==> src/rtl/fev_pkg.sv <==
package fev_pkg;
  typedef enum logic [1:0] {
    FS_IDLE = 2'd0,
    FS_SCAN = 2'd1,
    FS_RESP = 2'd2
  } fsm_e;
endpackage

==> src/rtl/fev_refbits.sv <==
// One used bit per frame; set by access, cleared by clear-all or by the search.
module fev_refbits #(
  parameter int N  = 16,
  parameter int IW = $clog2(N)
) (
  input  logic          clk,
  input  logic          rst_n,
  input  logic          acc_valid,
  input  logic [IW-1:0] acc_frame,
  input  logic          clr_all,
  input  logic          scan_clr,
  input  logic [IW-1:0] scan_idx,
  output logic [N-1:0]  ref_q
);
  logic [N-1:0] ref_d;

  for (genvar g = 0; g < N; g++) begin : g_bit
    always_comb begin
      ref_d[g] = ref_q[g];
      if (clr_all) ref_d[g] = 1'b0;
      if (scan_clr && scan_idx == IW'(g)) ref_d[g] = 1'b0;
      if (acc_valid && acc_frame == IW'(g)) ref_d[g] = 1'b1;
    end
    always_ff @(posedge clk or negedge rst_n) begin
      if (!rst_n) ref_q[g] <= 1'b0;
      else        ref_q[g] <= ref_d[g];
    end
  end

  // an access always leaves its bit set
  p_access_sets_r4: assert property (@(posedge clk) disable iff (!rst_n)
    acc_valid |=> ref_q[$past(acc_frame)]);
  // a clear with no access empties the array
  p_clear_all_r3: assert property (@(posedge clk) disable iff (!rst_n)
    (clr_all && !acc_valid) |=> (ref_q == '0));
endmodule

==> src/rtl/fev_hand.sv <==
// Rotating pointer over the frame pool.
module fev_hand #(
  parameter int N  = 16,
  parameter int IW = $clog2(N)
) (
  input  logic          clk,
  input  logic          rst_n,
  input  logic          step,
  output logic [IW-1:0] hand_q
);
  localparam logic [IW-1:0] LAST = IW'(N - 1);

  always_ff @(posedge clk or negedge rst_n) begin
    if (!rst_n)    hand_q <= '0;
    else if (step) hand_q <= (hand_q == LAST) ? '0 : hand_q + 1'b1;
  end

  // each step moves exactly one frame forward with wrap
  p_hand_step_r6: assert property (@(posedge clk) disable iff (!rst_n)
    step |=> (hand_q == (($past(hand_q) == LAST) ? '0 : $past(hand_q) + 1'b1)));
  p_hand_hold_r6: assert property (@(posedge clk) disable iff (!rst_n)
    !step |=> $stable(hand_q));
endmodule

==> src/rtl/fev_ctrl.sv <==
// Request/search/response sequencing.
module fev_ctrl
  import fev_pkg::*;
#(
  parameter int N  = 16,
  parameter int IW = $clog2(N)
) (
  input  logic          clk,
  input  logic          rst_n,
  input  logic          req_valid,
  output logic          req_ready,
  output logic          rsp_valid,
  input  logic          rsp_ready,
  output logic [IW-1:0] rsp_frame,
  input  logic          cur_used,
  input  logic [IW-1:0] hand,
  output logic          step,
  output logic          scan_clr
);
  localparam int CW = IW + 1;
  localparam logic [CW-1:0] SWEEP = CW'(N);

  fsm_e          state_q;
  logic [CW-1:0] cnt_q;
  logic          pick;

  always_comb begin
    pick     = 1'b0;
    step     = 1'b0;
    scan_clr = 1'b0;
    if (state_q == FS_SCAN) begin
      step = 1'b1;
      if (!cur_used || cnt_q == SWEEP) pick = 1'b1;
      else                             scan_clr = 1'b1;
    end
  end

  always_ff @(posedge clk or negedge rst_n) begin
    if (!rst_n) begin
      state_q   <= FS_IDLE;
      cnt_q     <= '0;
      rsp_frame <= '0;
    end else begin
      case (state_q)
        FS_IDLE: if (req_valid) begin
          state_q <= FS_SCAN;
          cnt_q   <= '0;
        end
        FS_SCAN: if (pick) begin
          state_q   <= FS_RESP;
          rsp_frame <= hand;
        end else begin
          cnt_q <= cnt_q + 1'b1;
        end
        FS_RESP: if (rsp_ready) state_q <= FS_IDLE;
        default: state_q <= FS_IDLE;
      endcase
    end
  end

  assign req_ready = (state_q == FS_IDLE);
  assign rsp_valid = (state_q == FS_RESP);

  // the search never passes more than N frames
  p_sweep_bound_r8: assert property (@(posedge clk) disable iff (!rst_n)
    cnt_q <= SWEEP);
  // a pending response holds its value
  p_rsp_hold_r9: assert property (@(posedge clk) disable iff (!rst_n)
    (rsp_valid && !rsp_ready) |=> (rsp_valid && $stable(rsp_frame)));
  // no acceptance while a response is pending
  p_no_accept_busy_r9: assert property (@(posedge clk) disable iff (!rst_n)
    rsp_valid |-> !req_ready);
endmodule

==> src/rtl/frame_evict_clock.sv <==
module frame_evict_clock #(
  parameter int N  = 16,
  parameter int IW = $clog2(N)
) (
  input  logic          clk,
  input  logic          rst_n,
  input  logic          acc_valid,
  input  logic [IW-1:0] acc_frame,
  input  logic          clr_all,
  input  logic          req_valid,
  output logic          req_ready,
  output logic          rsp_valid,
  input  logic          rsp_ready,
  output logic [IW-1:0] rsp_frame
);
  logic [N-1:0]  used;
  logic [IW-1:0] hand;
  logic          step;
  logic          scan_clr;
  logic          cur_used;

  assign cur_used = used[hand];

  fev_refbits #(.N(N), .IW(IW)) u_bits (
    .clk(clk), .rst_n(rst_n),
    .acc_valid(acc_valid), .acc_frame(acc_frame), .clr_all(clr_all),
    .scan_clr(scan_clr), .scan_idx(hand), .ref_q(used)
  );

  fev_hand #(.N(N), .IW(IW)) u_hand (
    .clk(clk), .rst_n(rst_n), .step(step), .hand_q(hand)
  );

  fev_ctrl #(.N(N), .IW(IW)) u_ctrl (
    .clk(clk), .rst_n(rst_n),
    .req_valid(req_valid), .req_ready(req_ready),
    .rsp_valid(rsp_valid), .rsp_ready(rsp_ready), .rsp_frame(rsp_frame),
    .cur_used(cur_used), .hand(hand), .step(step), .scan_clr(scan_clr)
  );

  // a passed frame loses its bit unless an access re-marks it
  p_pass_clears_r5: assert property (@(posedge clk) disable iff (!rst_n)
    (scan_clr && !(acc_valid && acc_frame == hand)) |=> !used[$past(hand)]);
endmodule

==> config.mk <==
export PLATFORM = sky130hd
export DESIGN_NAME = frame_evict_clock
export DESIGN_NICKNAME = d
export VERILOG_FILES = /design/src/rtl/fev_pkg.sv /design/src/rtl/fev_refbits.sv /design/src/rtl/fev_hand.sv /design/src/rtl/fev_ctrl.sv /design/src/rtl/frame_evict_clock.sv
export SDC_FILE = /design/constraint.sdc
export NUM_CORES = 1
export LEC_CHECK = 0
export ABC_AREA = 1
export BUFFER_PORTS_ARGS = -buffer_cell sky130_fd_sc_hd__buf_2
export CAP_MARGIN = 25
export CORE_MARGIN = 3
export CORE_UTILIZATION = 40
export CTS_BUF_LIST = sky130_fd_sc_hd__clkbuf_2 sky130_fd_sc_hd__clkbuf_4 sky130_fd_sc_hd__clkbuf_8
export DETAILED_ROUTE_END_ITERATION = 8
export HOLD_SLACK_MARGIN = 0.05
export SYNTH_ARGS = -nofsm -noshare
export SYNTH_HDL_FRONTEND = slang
export SYNTH_SLANG_ARGS = --single-unit
==> constraint.sdc <==
create_clock -name clk -period 3.1 [get_ports clk]
set_input_delay 0.465 -clock clk [delete_from_list [all_inputs] [get_ports clk]]
set_output_delay 0.465 -clock clk [all_outputs]
set_load 0.03 [all_outputs]
==> impl_metrics.tcl <==
set metrics [dict create \
    finalCritPeriodShare_pct 59.3 \
    worstHoldPathType "in2async" \
    num_antenna_cells 0 \
    reg2reg_from "u_hand.hand_q[0]" \
    yosysSeqAreaShare_pct 39.3 \
    setup_violations 0 \
    portBuffers 15 \
    clock-root-buffer "clkbuf_8" \
    finalPower_mw 1.68 \
    fin_skew_ps 3.26 \
    gp_congestion 0.855 \
    fin_nets 316 \
    synth_xor_area_share_pct 1.77 \
    setup_tns_ps 0 \
    worstPathArrival_ps 2000 \
    async_flop_share_pct 100 \
    die_area_um2 5810 \
    hpwl_mm 3.28 \
    cts_hold_buffers 0 \
    rsz0062_at_grt "no" \
    p_leak_nw 1.18 \
    antenna_found_initial 0 \
    met1_usage_pct 23.5 \
    switching_share_pct 47.9 \
    ant_nets 0 \
    cts_sinks 31 \
    ys.warnings.count 0 \
    synth.distinct_cells 23 \
    fin_util_pct 47.3 \
    h-tree-depth 2 \
    p_comb_share_pct 46.3 \
    gr-usage-met2_pct 22.7 \
    drc 0 \
    switchingPower_mw 0.805 \
    drt-pass1-iter-count 4 \
    row_count 24 \
    viasPerCell 4.69 \
    drive_gt1_share_pct 11.0 \
    clkPwrFrac_pct 18.9 \
    grt_pass1_vias 1553 \
    cp-endpoint "u_ctrl.state_q[1]" \
    wl_per_cell_um 11.8 \
    power_density_nw_per_um2 778 \
    ys.flop_type "dfrtp_1" \
    clock_path_buffers 2 \
    path_clk_slew_ps 60 \
    clock_latency_ps 280 \
    drt_wl_total_mm 4.33 \
    status "finished, final reports clean" \
    internal_power_mw 0.874 \
    synth_compound_area_share_pct 2.79 \
    final-hold-violation-count 0 \
    area_delta_synth_final_pct 9.38 \
    cts_buffers 5 \
    startpoint "u_hand.hand_q[0]" \
    fillers 506 \
    busiest_layer "met1" \
    synth-adder-area-share_pct 3.80 \
    ys_ff_latch 31 \
    synth_edf_count 0 \
    met3_usage_pct 3.19 \
    start_util_pct 43.3 \
    num_vias 1716 \
    core-area_um2 4560 \
    cp.required_ps 3260 \
    dr.first_iter.drc_count 112 \
    die-height_um 76.3 \
    max_cap_violations 0 \
    post_cts_buffers 0 \
    final_cell_mix "nand2_1, nor2_1, inv_1, dfrtp_1, nand3_1" \
    period_needed_ps 1840 \
    ios 16 \
    cts_tree "done" \
    worstRegToRegCells 11 \
    synth_nets 304 \
    synth.avg_cell_area_um2 6.86 \
    worstPathMaxFanout 14 \
    r2r-end "u_ctrl.state_q[1]" \
    rrSetupSlack_ps 1260 \
    synthMuxAreaShare_pct 0 \
    cp-start-kind "flop" \
    overflow 0 \
    grt_use_total_pct 16.1 \
    crit_type "reg2reg" \
    seqPwrFrac_pct 34.8 \
    synth_area_um2 1970 \
    synth_top_family_by_area "simple AND/OR/NAND/NOR gates" \
    endpoint_kind "flop" \
    die_w_um 76.3 \
    irDropWorstVdd_v 0.000321 \
    synthSimpleGateAreaFrac_pct 40.7 \
    max_freq_mhz 544 \
    slew_headroom_pct 53.6 \
    drv_slew 0 \
    layout_commonest_cell "nand2_1" \
    cts_resized 0 \
    worst_pin_slew_ps 696 \
    syn_inst 288 \
    grt_pass1_wl_mm 7.46 \
    grt_max_degree 32 \
]
==> flip-flops by register name (all words and copies together), names as in the netlist <==
name,count
u_ctrl.cnt_q,5
u_ctrl.state_q,2
u_bits.ref_q,16
u_hand.hand_q,4
u_ctrl.rsp_frame,4
==> area by class of cell <==
type	count	area (um^2)	share of cell area (%)
Inverter	45	169	7.82
Clock inverter	1	5.00	0.232
Sequential cell	31	776	35.9
Multi-Input combinational cell	202	970	44.9
Clock buffer	7	83.8	3.88
Timing Repair Buffer	15	75.1	3.48
Tap cell	65	81.3	3.77
==> synthesized netlist by cell type, types with 2 or more instances <==
cell type | instances | area (um^2)
dfrtp_1 | 31 | 776
xor2_1 | 4 | 35.0
buf_2 | 3 | 15.0
buf_6 | 2 | 22.5
ha_1 | 6 | 75.1
inv_2 | 5 | 18.8
nand4_1 | 16 | 100
clkbuf_1 | 4 | 15.0
nand3_1 | 30 | 150
o21ai_1 | 4 | 20.0
nand2_4 | 2 | 22.5
nor2_1 | 45 | 169
and3_1 | 2 | 12.5
o21ai_0 | 3 | 15.0
nand2_1 | 84 | 315
inv_1 | 40 | 150
==> power groups by stage <==
| stage | logic, mW | clock network, mW | registers (mW) |
|---|---|---|---|
| final | 0.777 | 0.318 | 0.584 |
| after CTS | 0.778 | 0.331 | 0.583 |
| after global routing | 0.884 | 0.347 | 0.601 |
| after floorplan | 0.640 | 0 | 0.590 |
| after global placement | 0.777 | 0 | 0.587 |
| after detailed placement | 0.775 | 0 | 0.590 |
==> cells by family after synthesis <==
| logic type | after synthesis |
|---|---|
| buf+inv | 55 |
| fa+ha+maj | 6 |
| compound gates | 10 |
| xor+xnor | 4 |
| simple gates | 182 |
| flops | 31 |
==> critical path, stage by stage, from the launching register on <==
cell and delay [ps]:
dfrtp_1 610, inv_2 190, nand2_1 90, nand3_1 70, nand2_1 70, nand2_1 50, nand2_1 110, inv_2 50
nand2_4 160, nand2_4 120, nand2_2 130, o31ai_1 70
==> how the worst min path moves through the flow <==
stage | slack (ps) | endpoint | cells past startpoint
finish | 230 | u_bits.ref_q[7] | 1
global route | 280 | u_bits.ref_q[7] | 1
CTS | 250 | u_bits.ref_q[7] | 1
detailed placement | 460 | u_ctrl.rsp_frame[1] | 2
global placement | 470 | u_ctrl.rsp_frame[3] | 2
floorplan | 170 | u_bits.ref_q[0] | 0
==> stage by stage <==
step | hold WS [ps] | setup slack (ps) | cells | area (um^2)
after floorplan | 169 | 1640 | 288 | 1970
after global placement | 468 | 1350 | 358 | 2070
after detailed placement | 457 | 1290 | 358 | 2070
after CTS | 253 | 1270 | 366 | 2160
after global routing | 275 | 1040 | 366 | 2160
final | 228 | 1260 | 366 | 2160
==> metal layers <==
metal / part of all wire, % / wire length, um / vias to the layer above
met4: 2.0 / 87 / 0
met1: 52 / 2260 / 755
li1: - / - / 920
met5: 0 / 0 / -
met3: 4.5 / 194 / 9
met2: 41 / 1780 / 32
No activity file was read; power rests on OpenSTA's default activity.
